**config.mk**
```make
export PLATFORM = sky130hd
export DESIGN_NAME = swin_sched
export DESIGN_NICKNAME = d
export VERILOG_FILES = /design/src/rtl/swin_pkg.sv /design/src/rtl/swin_ctrl.sv /design/src/rtl/swin_addr_gen.sv /design/src/rtl/swin_sched.sv
export SDC_FILE = /design/constraint.sdc
export NUM_CORES = 1
export LEC_CHECK = 0
export BUFFER_PORTS_ARGS = -buffer_cell sky130_fd_sc_hd__buf_4
export CAP_MARGIN = 20
export CORE_MARGIN = 4
export CORE_UTILIZATION = 35
export DETAILED_ROUTE_END_ITERATION = 12
export GPL_TIMING_DRIVEN = 0
export PLACE_DENSITY_LB_ADDON = 0.15
export REMOVE_ABC_BUFFERS = 1
export SETUP_SLACK_MARGIN = 0.4
export SLEW_MARGIN = 20
export SYNTH_ARGS = -nofsm -noshare
export SYNTH_HDL_FRONTEND = slang
export SYNTH_HIERARCHICAL = 1
export SYNTH_SLANG_ARGS = --single-unit
```
**constraint.sdc**
```tcl
create_clock -name clk -period 7.6 [get_ports clk]
set_input_delay 1.52 -clock clk [delete_from_list [all_inputs] [get_ports clk]]
set_output_delay 1.52 -clock clk [all_outputs]
set_load 0.1 [all_outputs]
```
**src/rtl/swin_pkg.sv**
```systemverilog
package swin_pkg;
  typedef enum logic {
    PH_IDLE = 1'b0,
    PH_RUN  = 1'b1
  } phase_t;
endpackage

```
**src/rtl/swin_ctrl.sv**
```systemverilog
module swin_ctrl #(
  parameter int WIN_LEN = 16,
  parameter int MAX_LEN = 1024,
  localparam int LW     = $clog2(WIN_LEN),
  localparam int LEN_W  = $clog2(MAX_LEN + 1),
  localparam int MAX_WIN = (MAX_LEN + WIN_LEN - 1) / WIN_LEN,
  localparam int WIN_W  = $clog2(MAX_WIN + 2)
) (
  input  logic             clk,
  input  logic             rst_n,
  input  logic             start,
  input  logic [LEN_W-1:0] blk_len,
  output logic             run,
  output logic [WIN_W-1:0] stage,
  output logic [LW-1:0]    cyc,
  output logic [WIN_W-1:0] nwin,
  output logic [LW:0]      last_len,
  output logic             done
);
  import swin_pkg::*;

  phase_t           ph_q, ph_d;
  logic [WIN_W-1:0] stage_q, stage_d;
  logic [LW-1:0]    cyc_q, cyc_d;
  logic [WIN_W-1:0] nwin_q, nwin_d;
  logic [LW:0]      llen_q, llen_d;
  logic             done_q, done_d;
  logic [LEN_W-1:0] len_m1;
  logic             accept;

  assign len_m1 = blk_len - LEN_W'(1);
  assign accept = start && (blk_len != '0) && (blk_len <= LEN_W'(MAX_LEN));

  always_comb begin
    ph_d    = ph_q;
    stage_d = stage_q;
    cyc_d   = cyc_q;
    nwin_d  = nwin_q;
    llen_d  = llen_q;
    done_d  = 1'b0;
    if (ph_q == PH_IDLE) begin
      if (accept) begin
        ph_d    = PH_RUN;
        stage_d = '0;
        cyc_d   = '0;
        nwin_d  = WIN_W'(len_m1 >> LW) + WIN_W'(1);
        llen_d  = {1'b0, len_m1[LW-1:0]} + (LW+1)'(1);
      end
    end else begin
      if (cyc_q == LW'(WIN_LEN - 1)) begin
        cyc_d = '0;
        if (stage_q == nwin_q) begin
          ph_d   = PH_IDLE;
          done_d = 1'b1;
        end else begin
          stage_d = stage_q + WIN_W'(1);
        end
      end else begin
        cyc_d = cyc_q + LW'(1);
      end
    end
  end

  always_ff @(posedge clk or negedge rst_n) begin
    if (!rst_n) begin
      ph_q    <= PH_IDLE;
      stage_q <= '0;
      cyc_q   <= '0;
      nwin_q  <= '0;
      llen_q  <= '0;
      done_q  <= 1'b0;
    end else begin
      ph_q    <= ph_d;
      stage_q <= stage_d;
      cyc_q   <= cyc_d;
      nwin_q  <= nwin_d;
      llen_q  <= llen_d;
      done_q  <= done_d;
    end
  end

  assign run      = (ph_q == PH_RUN);
  assign stage    = stage_q;
  assign cyc      = cyc_q;
  assign nwin     = nwin_q;
  assign last_len = llen_q;
  assign done     = done_q;

  AST_DONE_SINGLE: assert property (@(posedge clk) disable iff (!rst_n)
    done |=> !done);
  AST_DONE_AFTER_RUN: assert property (@(posedge clk) disable iff (!rst_n)
    done |-> ($past(run) && !run));
  AST_LEN_HELD: assert property (@(posedge clk) disable iff (!rst_n)
    (run && $past(run)) |-> ($stable(nwin) && $stable(last_len)));
  AST_STAGE_BOUND: assert property (@(posedge clk) disable iff (!rst_n)
    run |-> (stage <= nwin));
endmodule

```
**src/rtl/swin_addr_gen.sv**
```systemverilog
module swin_addr_gen #(
  parameter int WIN_LEN = 16,
  parameter int WIN_W   = 7,
  parameter int ADDR_W  = 10,
  parameter bit DESCEND = 1'b0,
  localparam int LW     = $clog2(WIN_LEN)
) (
  input  logic [WIN_W-1:0]  win,
  input  logic              avail,
  input  logic [LW-1:0]     cyc,
  input  logic [WIN_W-1:0]  last_idx,
  input  logic [LW:0]       last_len,
  output logic              en,
  output logic [ADDR_W-1:0] addr,
  output logic [LW:0]       bank_addr
);
  logic [LW:0]         wlen;
  logic [LW:0]         off;
  logic [WIN_W+LW-1:0] full;

  assign wlen = (win == last_idx) ? last_len : (LW+1)'(WIN_LEN);
  assign en   = avail && ({1'b0, cyc} < wlen);

  generate
    if (DESCEND) begin : g_down
      assign off = wlen - (LW+1)'(1) - {1'b0, cyc};
    end else begin : g_up
      assign off = {1'b0, cyc};
    end
  endgenerate

  assign full      = {win, off[LW-1:0]};
  assign addr      = en ? ADDR_W'(full) : '0;
  assign bank_addr = en ? {win[0], off[LW-1:0]} : '0;
endmodule

```
**src/rtl/swin_sched.sv**
```systemverilog
module swin_sched #(
  parameter int WIN_LEN = 16,
  parameter int MAX_LEN = 1024,
  localparam int LW      = $clog2(WIN_LEN),
  localparam int LEN_W   = $clog2(MAX_LEN + 1),
  localparam int ADDR_W  = $clog2(MAX_LEN),
  localparam int MAX_WIN = (MAX_LEN + WIN_LEN - 1) / WIN_LEN,
  localparam int WIN_W   = $clog2(MAX_WIN + 2)
) (
  input  logic              clk,
  input  logic              rst_n,
  input  logic              start,
  input  logic [LEN_W-1:0]  blk_len,
  output logic              busy,
  output logic              done,
  output logic              fwd_en,
  output logic [ADDR_W-1:0] fwd_addr,
  output logic [LW:0]       alpha_wr_addr,
  output logic              trn_en,
  output logic [ADDR_W-1:0] trn_addr,
  output logic              bwd_en,
  output logic [ADDR_W-1:0] bwd_addr,
  output logic [LW:0]       alpha_rd_addr,
  output logic              seed_ld,
  output logic              seed_zero
);
  logic             run;
  logic [WIN_W-1:0] stage;
  logic [LW-1:0]    cyc;
  logic [WIN_W-1:0] nwin;
  logic [LW:0]      last_len;
  logic [WIN_W-1:0] last_idx;
  logic [WIN_W-1:0] win_trn, win_bwd;
  logic             av_fwd, av_trn, av_bwd;
  logic [LW:0]      trn_bank_unused;
  logic             first_cyc;

  swin_ctrl #(.WIN_LEN(WIN_LEN), .MAX_LEN(MAX_LEN)) ctrl_i (
    .clk(clk), .rst_n(rst_n), .start(start), .blk_len(blk_len),
    .run(run), .stage(stage), .cyc(cyc), .nwin(nwin),
    .last_len(last_len), .done(done)
  );

  assign last_idx  = nwin - WIN_W'(1);
  assign win_trn   = stage + WIN_W'(1);
  assign win_bwd   = stage - WIN_W'(1);
  assign av_fwd    = run && (stage < nwin);
  assign av_trn    = run && (win_trn < nwin);
  assign av_bwd    = run && (stage != '0);
  assign first_cyc = run && (cyc == '0);

  swin_addr_gen #(.WIN_LEN(WIN_LEN), .WIN_W(WIN_W), .ADDR_W(ADDR_W), .DESCEND(1'b0)) fwd_i (
    .win(stage), .avail(av_fwd), .cyc(cyc), .last_idx(last_idx), .last_len(last_len),
    .en(fwd_en), .addr(fwd_addr), .bank_addr(alpha_wr_addr)
  );

  swin_addr_gen #(.WIN_LEN(WIN_LEN), .WIN_W(WIN_W), .ADDR_W(ADDR_W), .DESCEND(1'b1)) trn_i (
    .win(win_trn), .avail(av_trn), .cyc(cyc), .last_idx(last_idx), .last_len(last_len),
    .en(trn_en), .addr(trn_addr), .bank_addr(trn_bank_unused)
  );

  swin_addr_gen #(.WIN_LEN(WIN_LEN), .WIN_W(WIN_W), .ADDR_W(ADDR_W), .DESCEND(1'b1)) bwd_i (
    .win(win_bwd), .avail(av_bwd), .cyc(cyc), .last_idx(last_idx), .last_len(last_len),
    .en(bwd_en), .addr(bwd_addr), .bank_addr(alpha_rd_addr)
  );

  assign busy      = run;
  assign seed_ld   = first_cyc && (stage != '0) && (stage < nwin);
  assign seed_zero = first_cyc && (stage == nwin);

  AST_BANK_SPLIT: assert property (@(posedge clk) disable iff (!rst_n)
    (fwd_en && bwd_en) |-> (alpha_wr_addr[LW] != alpha_rd_addr[LW]));
  AST_SEED_EXCL: assert property (@(posedge clk) disable iff (!rst_n)
    !(seed_ld && seed_zero));
  AST_FWD_ASCEND: assert property (@(posedge clk) disable iff (!rst_n)
    (fwd_en && $past(fwd_en)) |-> (fwd_addr == $past(fwd_addr) + ADDR_W'(1)));
  AST_BWD_DESCEND: assert property (@(posedge clk) disable iff (!rst_n)
    (bwd_en && $past(bwd_en) && !seed_ld && !seed_zero) |-> (bwd_addr == $past(bwd_addr) - ADDR_W'(1)));
  AST_TRN_AHEAD: assert property (@(posedge clk) disable iff (!rst_n)
    (trn_en && fwd_en) |-> (trn_addr > fwd_addr));
  AST_SEED_ON_BWD: assert property (@(posedge clk) disable iff (!rst_n)
    (seed_ld || seed_zero) |-> bwd_en);
endmodule

```
### Word level (Yosys, flattened, before mapping)

Index checks and enable logic that the tools add are counted.

| word-level totals | value |
|---|---|
| flip-flop bits (word level) | 25 |
| input bits | 14 |
| output and inout port bits | 47 |

| operators by class | value |
|---|---|
| add/subtract/negate cells | 11 |
| order comparisons | 6 |
| equality and inequality tests | 7 |
| mux-type cells | 22 |
| bitwise logic cells | 1 |
| reduce and logical (&&, ||, !) cells | 18 |

Operators with widths:

| operator | count |
|---|---|
| two-way mux 10 bit | 3 |
| equality test 7 bit | 4 |
| two-way mux 7 bit | 4 |
| two-way mux 5 bit | 5 |
| < comparator 4 x 5 -> 1 bit | 3 |
| adder 7 x 1 -> 7 bit, second input constant | 2 |
| < comparator 7 bit | 2 |
| subtractor 7 x 1 -> 7 bit, second input constant | 2 |
| logical AND 1 bit | 12 |
| two-way mux 4 bit | 3 |
| <= comparator 11 bit, second input constant | 1 |
| nonzero test 11 bit | 1 |
| subtractor 11 x 1 -> 11 bit, second input constant | 1 |
| subtractor 4 x 1 -> 4 bit, second input constant | 2 |
| subtractor 4 bit | 2 |
| two-way mux 1 bit | 7 |
| nonzero test 7 bit | 1 |
| adder 4 x 1 -> 5 bit, second input constant | 1 |
| adder 4 x 1 -> 4 bit, second input constant | 1 |
| equality test 4 bit, second input constant | 1 |
| logical NOT 4 bit | 1 |
| inequality test 2 bit, second input constant | 2 |
| AND reduction 3 bit | 1 |
| AND reduction 2 bit | 1 |
| 2 further kinds | 2 |

### Depth between registers and ports, before layout

Gate-level depths: netlist (run 1).

| depth | value |
|---|---|
| depth in word-level cells | 6 |
| mapped depth | 16 |

### Modules after synthesis

The synthesis (run 1) kept the hierarchy.

Modules (own cells, without submodules):

| module | times used | cells each | area each (µm²) | seq. area each (µm²) |
|---|---|---|---|---|
| swin_ctrl | 1 | 168 | 1,676.6 | 625.6 |
| swin_sched | 1 | 87 | 661.9 | 0.0 |
| swin_addr_gen at bwd_i | 1 | 63 | 441.7 | 0.0 |
| swin_addr_gen at trn_i | 1 | 62 | 422.9 | 0.0 |
| swin_addr_gen at fwd_i | 1 | 50 | 309.0 | 0.0 |

### Least setup slack after synthesis (run 1)

No wires, ideal clock.

| path | value |
|---|---|
| kind | reg-to-output |
| from | register ctrl_i.nwin_q[0] (netlist: ctrl_i/nwin[0]) |
| to | output trn_addr[3] |
| arrival | 5.026 ns |
| setup slack | 1.054 ns |
| stages on the path, launching flop included | 16 |
| path buffers | 1 |
| cell sequence | dfrtp_1 -> inv_1 -> ha_1 -> nand2_1 -> nor4_1 -> xnor2_1 -> xnor2_1 -> nand3_1 -> nor2_1 -> and2_1 -> ha_1 -> nor2b_1 -> o211ai_1 -> a2111oi_2 -> buf_6 -> nor3b_1 |

| on the way | value |
|---|---|
| cells in the longest elaborated chain, start to end | 6 |
| elaborated cells between the ends (all ways) | 10 |

RTL lines:

| item | line | source |
|---|---|---|
| from (decl) | swin_ctrl.sv:25 | `logic [WIN_W-1:0] nwin_q, nwin_d;` |
| from (signal assigned) | swin_ctrl.sv:76 | `nwin_q <= nwin_d;` |
| subtractor 7 x 1 -> 7 bit * | swin_sched.sv:44 | `assign last_idx = nwin - WIN_W'(1);` |
| named net last_idx[0] | swin_sched.sv:32 | `logic [WIN_W-1:0] last_idx;` |
| equality test 7 bit * | swin_addr_gen.sv:21 | `assign wlen = (win == last_idx) ? last_len : (LW+1)'(WIN_LEN);` |
| two-way mux 5 bit * | swin_addr_gen.sv:21 |  |
| subtractor 4 x 1 -> 4 bit / < comparator 4 x 5 -> 1 bit (equally long branches) | swin_addr_gen.sv:26, swin_addr_gen.sv:22 |  |
| subtractor 4 bit / logical AND 1 bit (equally long branches) | swin_addr_gen.sv:26, swin_addr_gen.sv:22 |  |
| two-way mux 10 bit * | swin_addr_gen.sv:33 | `assign addr = en ? ADDR_W'(full) : '0;` |
| to (decl) | swin_sched.sv:20 | `output logic [ADDR_W-1:0] trn_addr,` |

Mark *: on every way through the listed nets, which the timed path passes. The rest lies on a longest branch.

### Worst setup path after layout (run 1)

| path | value |
|---|---|
| from | register ctrl_i.nwin_q[0] (netlist: ctrl_i/nwin[0]) |
| to | output fwd_addr[2] |

| on the way | value |
|---|---|
| cells in the longest elaborated chain, start to end | 6 |
| elaborated cells between the ends (all ways) | 8 |

RTL lines:

| item | line | source |
|---|---|---|
| subtractor 7 x 1 -> 7 bit | swin_sched.sv:44 |  |
| named net last_idx[0] | swin_sched.sv:32 |  |
| equality test 7 bit | swin_addr_gen.sv:21 |  |
| two-way mux 5 bit | swin_addr_gen.sv:21 |  |
| < comparator 4 x 5 -> 1 bit | swin_addr_gen.sv:22 | `assign en = avail && ({1'b0, cyc} < wlen);` |
| logical AND 1 bit | swin_addr_gen.sv:22 |  |
| two-way mux 10 bit | swin_addr_gen.sv:33 |  |
| to (decl) | swin_sched.sv:17 | `output logic [ADDR_W-1:0] fwd_addr,` |

The timed path passes the listed nets, and every way through them passes these cells.

==> flow_metrics.tcl, run 1 <==
set metrics [dict create \
    status "finished clean" \
    cts_sinks 25 \
    initial_utilization_pct 35.7 \
    rsz0062_at_grt "false" \
    crit_type "reg -> out" \
    cts_setup_buffers 0 \
    numCtsBuffers 3 \
    viasPerCell 4.96 \
    antenna_found_initial 0 \
    maxCapViolCount 0 \
    r2r_slack_ns 5.33 \
    fp.dieH_um 108 \
    gr-usage-all-layers_pct 15.6 \
    ios 61 \
    gp_congestion 0.806 \
    skew_ns 0.00343 \
    slowest_delay_ns 0.93 \
    antenna_cells 0 \
    worst_slew_pin_slew_ns 0.999 \
    place_hpwl_um 6960 \
    drt_iter0_drc 124 \
    post-route-period-util_pct 78.0 \
    endpoint_kind "output port" \
    hold_viol 0 \
    firstDrtPassIters 4 \
    path_buf_inv 2 \
    floorplan.die_area_sq_mm 0.0116 \
    nNetsFinal 521 \
    synthToLayoutAreaGrowth_pct 13.9 \
    max_freq_mhz 169 \
    syn_area_sq_mm 0.00347 \
    grt_max_degree 28 \
    final_antenna_net_count 0 \
    crit_chain "inv_1 > ha_1 > nand2_1 > nor4_1 > xnor2_1 > xnor2_1 > nand4_1 > nor3_1 > nand2_1 > ha_1 > o21ai_0 > a2111oi_2 > nor2_1 > buf_4" \
    placementRows 36 \
    die_x_um 108 \
    grt_pass1_wl_um 14900 \
    startpoint_type "flip-flop" \
    setup_viol 0 \
    cts_resized 0 \
    slew_viol_final 0 \
    yosysWarnings 6 \
    drive_above_1_share_pct 18.3 \
    layout_min_cycle_time_ns 5.92 \
    required_ns 6.08 \
    grt_pass1_vias 3115 \
    core_sq_mm 0.00973 \
    max_slew_margin_pct 33.3 \
    tns_ns 0 \
    cts_tree "built" \
    clk_pin_slew_ns 0.09 \
    drc_errors 0 \
    grt.overflow.total 0 \
    num_vias 2964 \
    worstSkewPairLatency_ns 0.27 \
    cp_top_family "simple AND/OR/NAND/NOR gates" \
    critical-path-slowest-cell "a2111oi_2" \
    syn_inst 425 \
    clk_path_buf_depth 2 \
    drt_wl_total_um 8650 \
    min_path_type "reg -> reg" \
    cp.arrival_ns 4.40 \
    root_buffer "clkbuf_8" \
    crit_path_max_fanout 11 \
    syn_avg_cell_area_sq_um 8.18 \
    port_buffers 60 \
    htreeDepth 1 \
    cts_hold_buf 0 \
    routedWlPerCell_um 14.5 \
]
metrics by stage:
stage	cell area, sq um	utilization, %	instances	setup slack, ns	hold slack [ns]
2_1_floorplan	3280	-	400	0.757	0.478
3_3_place_gp	3900	40.1	593	2.01	0.538
3_5_place_dp	3900	40.1	593	1.96	0.542
4_1_cts	3950	40.5	597	1.65	0.563
5_1_grt	3960	40.7	597	1.27	0.617
6_report	3960	40.7	597	1.68	0.554
tightest hold or removal path, cell delays in order (launching register included):
cell and delay [ns]:
dfrtp_1 0.39, nand2_1 0.08, o31ai_2 0.06
cell type report:
class                           instances  area [sq um]
Fill cell                            1050          5770
Multi-Input combinational cell        348          2570
Sequential cell                        25           626
Timing Repair Buffer                   60           450
Tap cell                              133           166
Inverter                               27           101
Clock buffer                            4          45.0
flip-flops by register name, indices dropped and copies added, names as in the netlist:
signal and count:
ctrl_i/run 1, ctrl_i/cyc 4, ctrl_i/done 1, ctrl_i/nwin 7, ctrl_i/stage 7, ctrl_i/last_len 5
path summary, 6_finish.rpt:
kind                       cells past startpoint            start               to
max                                           14   ctrl_i/nwin[0]      fwd_addr[2]
min                                            2   ctrl_i/nwin[6]   ctrl_i/nwin[6]
max reg2reg                                    5  ctrl_i/stage[2]  ctrl_i/stage[6]
min reg2reg                                    2   ctrl_i/nwin[6]   ctrl_i/nwin[6]
max in group asynchronous                      1            rst_n  ctrl_i/stage[5]
min in group asynchronous                      1            rst_n   ctrl_i/nwin[2]
per-layer routing:
| metal | vias to the layer above | track usage (%) | share of wire, % |
|---|---|---|---|
| li1 | 1536 | - | - |
| met1 | 1369 | 20.7 | 47 |
| met2 | 53 | 27.3 | 49 |
| met3 | 6 | 1.20 | 3.9 |
| met4 | 0 | 4.06 | 0.89 |
| met5 | - | 0 | 0 |
cell usage in the layout, fill, tap and decap left out, types with 3 or more instances in the layout:
cell type / instances
nand2_1: 60
buf_4: 60
xnor2_1: 49
ha_1: 40
nor2_1: 39
inv_1: 26
dfrtp_1: 25
xor2_1: 13
nand3_1: 11
o21ai_0: 11
nor3_1: 9
a21oi_1: 8
nand4_1: 8
and2_1: 8
nor2b_1: 8
o21ai_1: 6
o211ai_1: 5
nor4_1: 4
o41ai_1: 4
o31ai_1: 4
and3_1: 3
a21o_1: 3
clkbuf_8: 3
or3_1: 3
nand2b_1: 3
mux2i_1: 3
o311ai_1: 3
Power of run 1 is left out: the tool's default activity adds up to more than one toggle a clock period on the data nets, which glitch-free logic cannot reach.
==> inputs of run 2 (changes only) <==
Clock period 7.6 ns to 5.2 ns, I/O delays scaled along.
==> run 2 against run 1 <==
Against the previous run:
- critical endpoint is now bwd_addr[5]
- utilization rose by 6.9 points
- first-iteration DRC count down 22%
- die area is the same
- critical path depth increased by 4
- worst setup slack worse by 1.2 ns
- worst hold slack better by 0.0026 ns
==> flow_metrics.tcl, run 2 (same netlist as run 1, synthesis figures left out) <==
set metrics [dict create \
    status "finished clean" \
    placementRows 36 \
    grt_max_degree 28 \
    setup_viol 0 \
    root_buffer "clkbuf_8" \
    critical-path-slowest-cell "dfrtp_2" \
    cp.arrival_ns 3.71 \
    viasPerCell 5.07 \
    synthToLayoutAreaGrowth_pct 33.3 \
    initial_utilization_pct 35.7 \
    slowest_delay_ns 0.46 \
    gr-usage-all-layers_pct 16.4 \
    clk_path_buf_depth 2 \
    rsz0062_at_grt "true" \
    grt.overflow.total 0 \
    worst-path-stages 18 \
    drc_errors 0 \
    holdCritStartpoint "ctrl_i/nwin[6]" \
    numCtsBuffers 3 \
    grt_pass1_wl_um 15500 \
    gp_congestion 0.806 \
    min_path_cells 2 \
    fp.dieH_um 108 \
    finish.utilization_pct 47.6 \
    slew_viol_final 0 \
    htreeDepth 1 \
    cp-startpoint "ctrl_i/nwin[1]" \
    worst_slew_pin_slew_ns 0.734 \
    drive_above_1_share_pct 32.0 \
    multi_input_area_sq_mm 0.00282 \
    fin_area_sq_mm 0.00463 \
    die_x_um 108 \
    nNetsFinal 551 \
    crit_chain "inv_4 > ha_4 > nand2_4 > nor4_4 > xnor2_1 > buf_4 > xnor2_2 > nand4_1 > nor3_4 > buf_6 > and2_1 > ha_4 > o211ai_1 > buf_4 > buf_12 > a211oi_4 > nor2_1 > buf_6" \
    fillCellCount 989 \
    antenna_cells 0 \
    worstSkewPairLatency_ns 0.27 \
    ios 61 \
    layout_min_cycle_time_ns 4.75 \
    drt_wl_total_um 9650 \
    path_buf_inv 6 \
    placed_cells 593 \
    antenna_found_initial 0 \
    max_slew_margin_pct 50.7 \
    final_antenna_net_count 0 \
    crit_path_max_fanout 5 \
    endpoint_kind "output port" \
    regArea_sq_um 642 \
    clk_pin_slew_ns 0.09 \
    placed_area_sq_mm 0.00390 \
    place_hpwl_um 6960 \
    crit_type "reg -> out" \
    r2r_start "ctrl_i/stage[5]" \
    final_cell_mix "nand2_1, buf_4, xnor2_1" \
    cts_tree "built" \
    startpoint_type "flip-flop" \
    max_freq_mhz 210 \
    cp_top_family "simple AND/OR/NAND/NOR gates" \
    stdcell_count 627 \
    drt_iter0_drc 97 \
    grt_pass1_vias 3235 \
    skew_ns 0.00247 \
    firstDrtPassIters 4 \
    floorplan.die_area_sq_mm 0.0116 \
    core_sq_mm 0.00973 \
    maxCapViolCount 0 \
    routedWlPerCell_um 15.4 \
    cts_sinks 25 \
    final_common_cell "nand2_1" \
    min_path_type "reg -> reg" \
    num_vias 3177 \
    hold_viol 0 \
    required_ns 4.16 \
    post-route-period-util_pct 91.4 \
    tns_ns 0 \
    port_buffers 60 \
    rr_worst_depth 5 \
]
==> run 2: cell count changes in the layout (fill, tap and decap cells not counted), sizes merged <==
cell / previous run / this run
a211oi: 2 / 3
buf: 60 / 88
clkbuf: 4 / 5
clkinvlp: 0 / 1
inv: 27 / 26
==> run 2: final cells by class <==
cell class | instances | share of cell area (%)
multi-input combinational | 349 | 60.9
clock buffer | 4 | 0.973
timing repair buffer | 89 | 18.3
inverter | 27 | 2.38
sequential | 25 | 13.9
tap | 133 | 3.59
==> run 2: worst paths after layout <==
path | end | slack, ns
setup / recovery | bwd_addr[5] | 0.45
hold reg to reg | ctrl_i/nwin[6] | 0.56
min in group asynchronous | ctrl_i/nwin[2] | 0.66
max in group asynchronous | ctrl_i/stage[3] | 4.27
setup reg to reg | ctrl_i/stage[6] | 2.94
hold / removal | ctrl_i/nwin[6] | 0.56
==> run 2: timing repair <==
action | 4_1_cts | 5_1_grt
setup buffers | 13 | 15
gates resized for setup | 25 | 78
cloned | 1 | 1
pin swaps | 11 | 16
setup endpoints to repair | 43 | 43
hold buffers | 0 | 0
==> run 2: metal layers <==
layer	vias up	GRT usage, %	routed length (um)
met3	12	1.14	287
met5	-	0	0
met4	0	4.42	167
met2	64	29.0	4840
met1	1504	21.5	4350
li1	1597	-	-
==> run 2: worst reg2reg max path: stages, from the launching register on <==
cell     delay (ns)
dfrtp_1        0.76
xnor2_1        0.20
nand4_1        0.18
o21ai_1        0.66
nor4_1         0.19
mux2i_1        0.16
==> run 2: metrics by stage <==
stage	hold WS (ns)	setup WS [ns]
after CTS	0.563	0.404
after global routing	0.617	0.252
final	0.557	0.446
after global placement	0.538	0.0870
after floorplan	0.478	-1.16
after detailed placement	0.542	0.0441
Power of run 2 is left out for the same reason.
==> inputs of run 3 (changes only) <==
Settings changed: CORE_MARGIN 4 to 5.
==> run 3 against run 2 <==
Against the previous run:
- routed wire length increased by 5.1%
- worst hold slack improved by 0.016 ns
- sequential share of layout area decreased by 0.71 points
- cell count increased by 2.7%
- via count increased by 2.6%
- utilization increased by 2.8 points
- critical endpoint is now fwd_addr[3]
- critical path depth decreased by 2
- worst setup slack got worse by 0.036 ns
- highest routed layer unchanged
- register-to-register slack about the same
- die area increased by 3.8%
- non-clock buffer count increased by 17
==> flow_metrics.tcl, run 3 (same netlist as run 1, synthesis figures left out) <==
set metrics [dict create \
    post-route-period-util_pct 92.1 \
    worstSkewPairLatency_ns 0.27 \
    max_slew_margin_pct 51.1 \
    final_antenna_net_count 0 \
    floorplan.die_area_sq_mm 0.0120 \
    maxCapViolCount 0 \
    endpoint_kind "output port" \
    slew_viol_final 0 \
    cp.arrival_ns 3.75 \
    rsz0062_at_grt "true" \
    layout_min_cycle_time_ns 4.79 \
    gp_congestion 0.831 \
    drt_wl_total_um 10100 \
    synthToLayoutAreaGrowth_pct 41.0 \
    worst_slew_pin_slew_ns 0.729 \
    port_buffers 60 \
    drc_errors 0 \
    antenna_cells 0 \
    met3_usage_pct 1.29 \
    cts_tree "built" \
    r2r_slack_ns 2.93 \
    root_buffer "clkbuf_8" \
    die_x_um 110 \
    status "finished clean" \
    grt.overflow.total 0 \
    initial_utilization_pct 35.7 \
    dpl_worst_slack_ns 0.0215 \
    fin_ws_ns 0.410 \
    grt_busiest_layer "met2" \
    min_path_type "reg -> reg" \
    final_common_cell "buf_4" \
    antenna_found_initial 0 \
    firstDrtPassIters 4 \
    clk_pin_slew_ns 0.09 \
    cts_hold_buf 0 \
    stdcell_count 644 \
    placed_cells 593 \
    gr-usage-all-layers_pct 16.3 \
    skew_ns 0.00438 \
    grt_max_degree 28 \
    nNetsFinal 568 \
    core_sq_mm 0.00973 \
    grt_pass1_vias 3218 \
    use_met1_pct 21.1 \
    required_ns 4.16 \
    ios 61 \
    htreeDepth 1 \
    placementRows 36 \
    hold_viol 0 \
    routedWlPerCell_um 15.7 \
    num_vias 3259 \
    max_freq_mhz 209 \
    placed_area_sq_mm 0.00390 \
    setup_viol 0 \
    fillCellCount 956 \
    grt_use_met2_pct 29.4 \
    final_cell_mix "buf_4, nand2_1, xnor2_1" \
    drt_iter0_drc 123 \
    fin_area_sq_mm 0.00490 \
    clk_path_buf_depth 2 \
    drive_above_1_share_pct 35.8 \
    cts_sinks 25 \
    viasPerCell 5.06 \
    grt_pass1_wl_um 15700 \
    place_hpwl_um 7030 \
    numCtsBuffers 3 \
    startpoint_type "flip-flop" \
    crit_path_max_fanout 9 \
    fp.dieH_um 110 \
    crit_type "reg -> out" \
]
run 3: layer usage:
layer | wire (um) | vias up
met5 | 0 | -
li1 | - | 1628
met2 | 5140 | 68
met1 | 4490 | 1554
met4 | 111 | 0
met3 | 392 | 9
run 3: final cells by class:
cell class	count	area [sq um]	share of cell area (%)
clock buffers	3	41.3	0.843
repair buffers	106	1060	21.6
inverters	27	110	2.25
clock inverters	1	5.00	0.102
multi-input cells	349	2870	58.6
flip-flops and latches	25	644	13.2
well taps	133	166	3.40
run 3: final timing paths:
check,startpoint,end,cells past startpoint
worst max-delay path,ctrl_i/nwin[0],fwd_addr[3],16
worst min-delay path,ctrl_i/nwin[6],ctrl_i/nwin[6],2
worst max register to register,ctrl_i/stage[0],ctrl_i/stage[6],7
worst min register to register,ctrl_i/nwin[6],ctrl_i/nwin[6],2
max in group asynchronous,rst_n,ctrl_i/stage[4],1
min in group asynchronous,rst_n,ctrl_i/nwin[1],1
run 3: through the flow:
step	TNS (ns)	hold slack [ns]	utilization (%)
after detailed placement	0	0.558	40.1
after floorplan	-23.69	0.478	-
after CTS	0	0.579	43.6
after global routing	0	0.609	50.3
after global placement	0	0.541	40.1
final	0	0.573	50.3
run 3: what timing repair did:
action,in CTS,in global routing
gates resized for setup,31,106
hold endpoints to repair,0,0
pin swaps,11,21
setup endpoints to repair,43,43
cloned,1,0
setup buffers,18,28
run 3: critical path: stages, from the launching register on:
cell       delay (ns)
dfrtp_2          0.46
inv_4            0.09
ha_4             0.15
nand2_4          0.07
nor4_4           0.30
xnor2_2          0.18
buf_4            0.16
xnor2_1          0.12
nand4_1          0.23
nor3_2           0.25
nand2_1          0.09
ha_1             0.32
a2111oi_4        0.36
a2111oi_4        0.08
buf_6            0.17
nor2_2           0.17
buf_6            0.25
Power of run 3 is left out for the same reason.
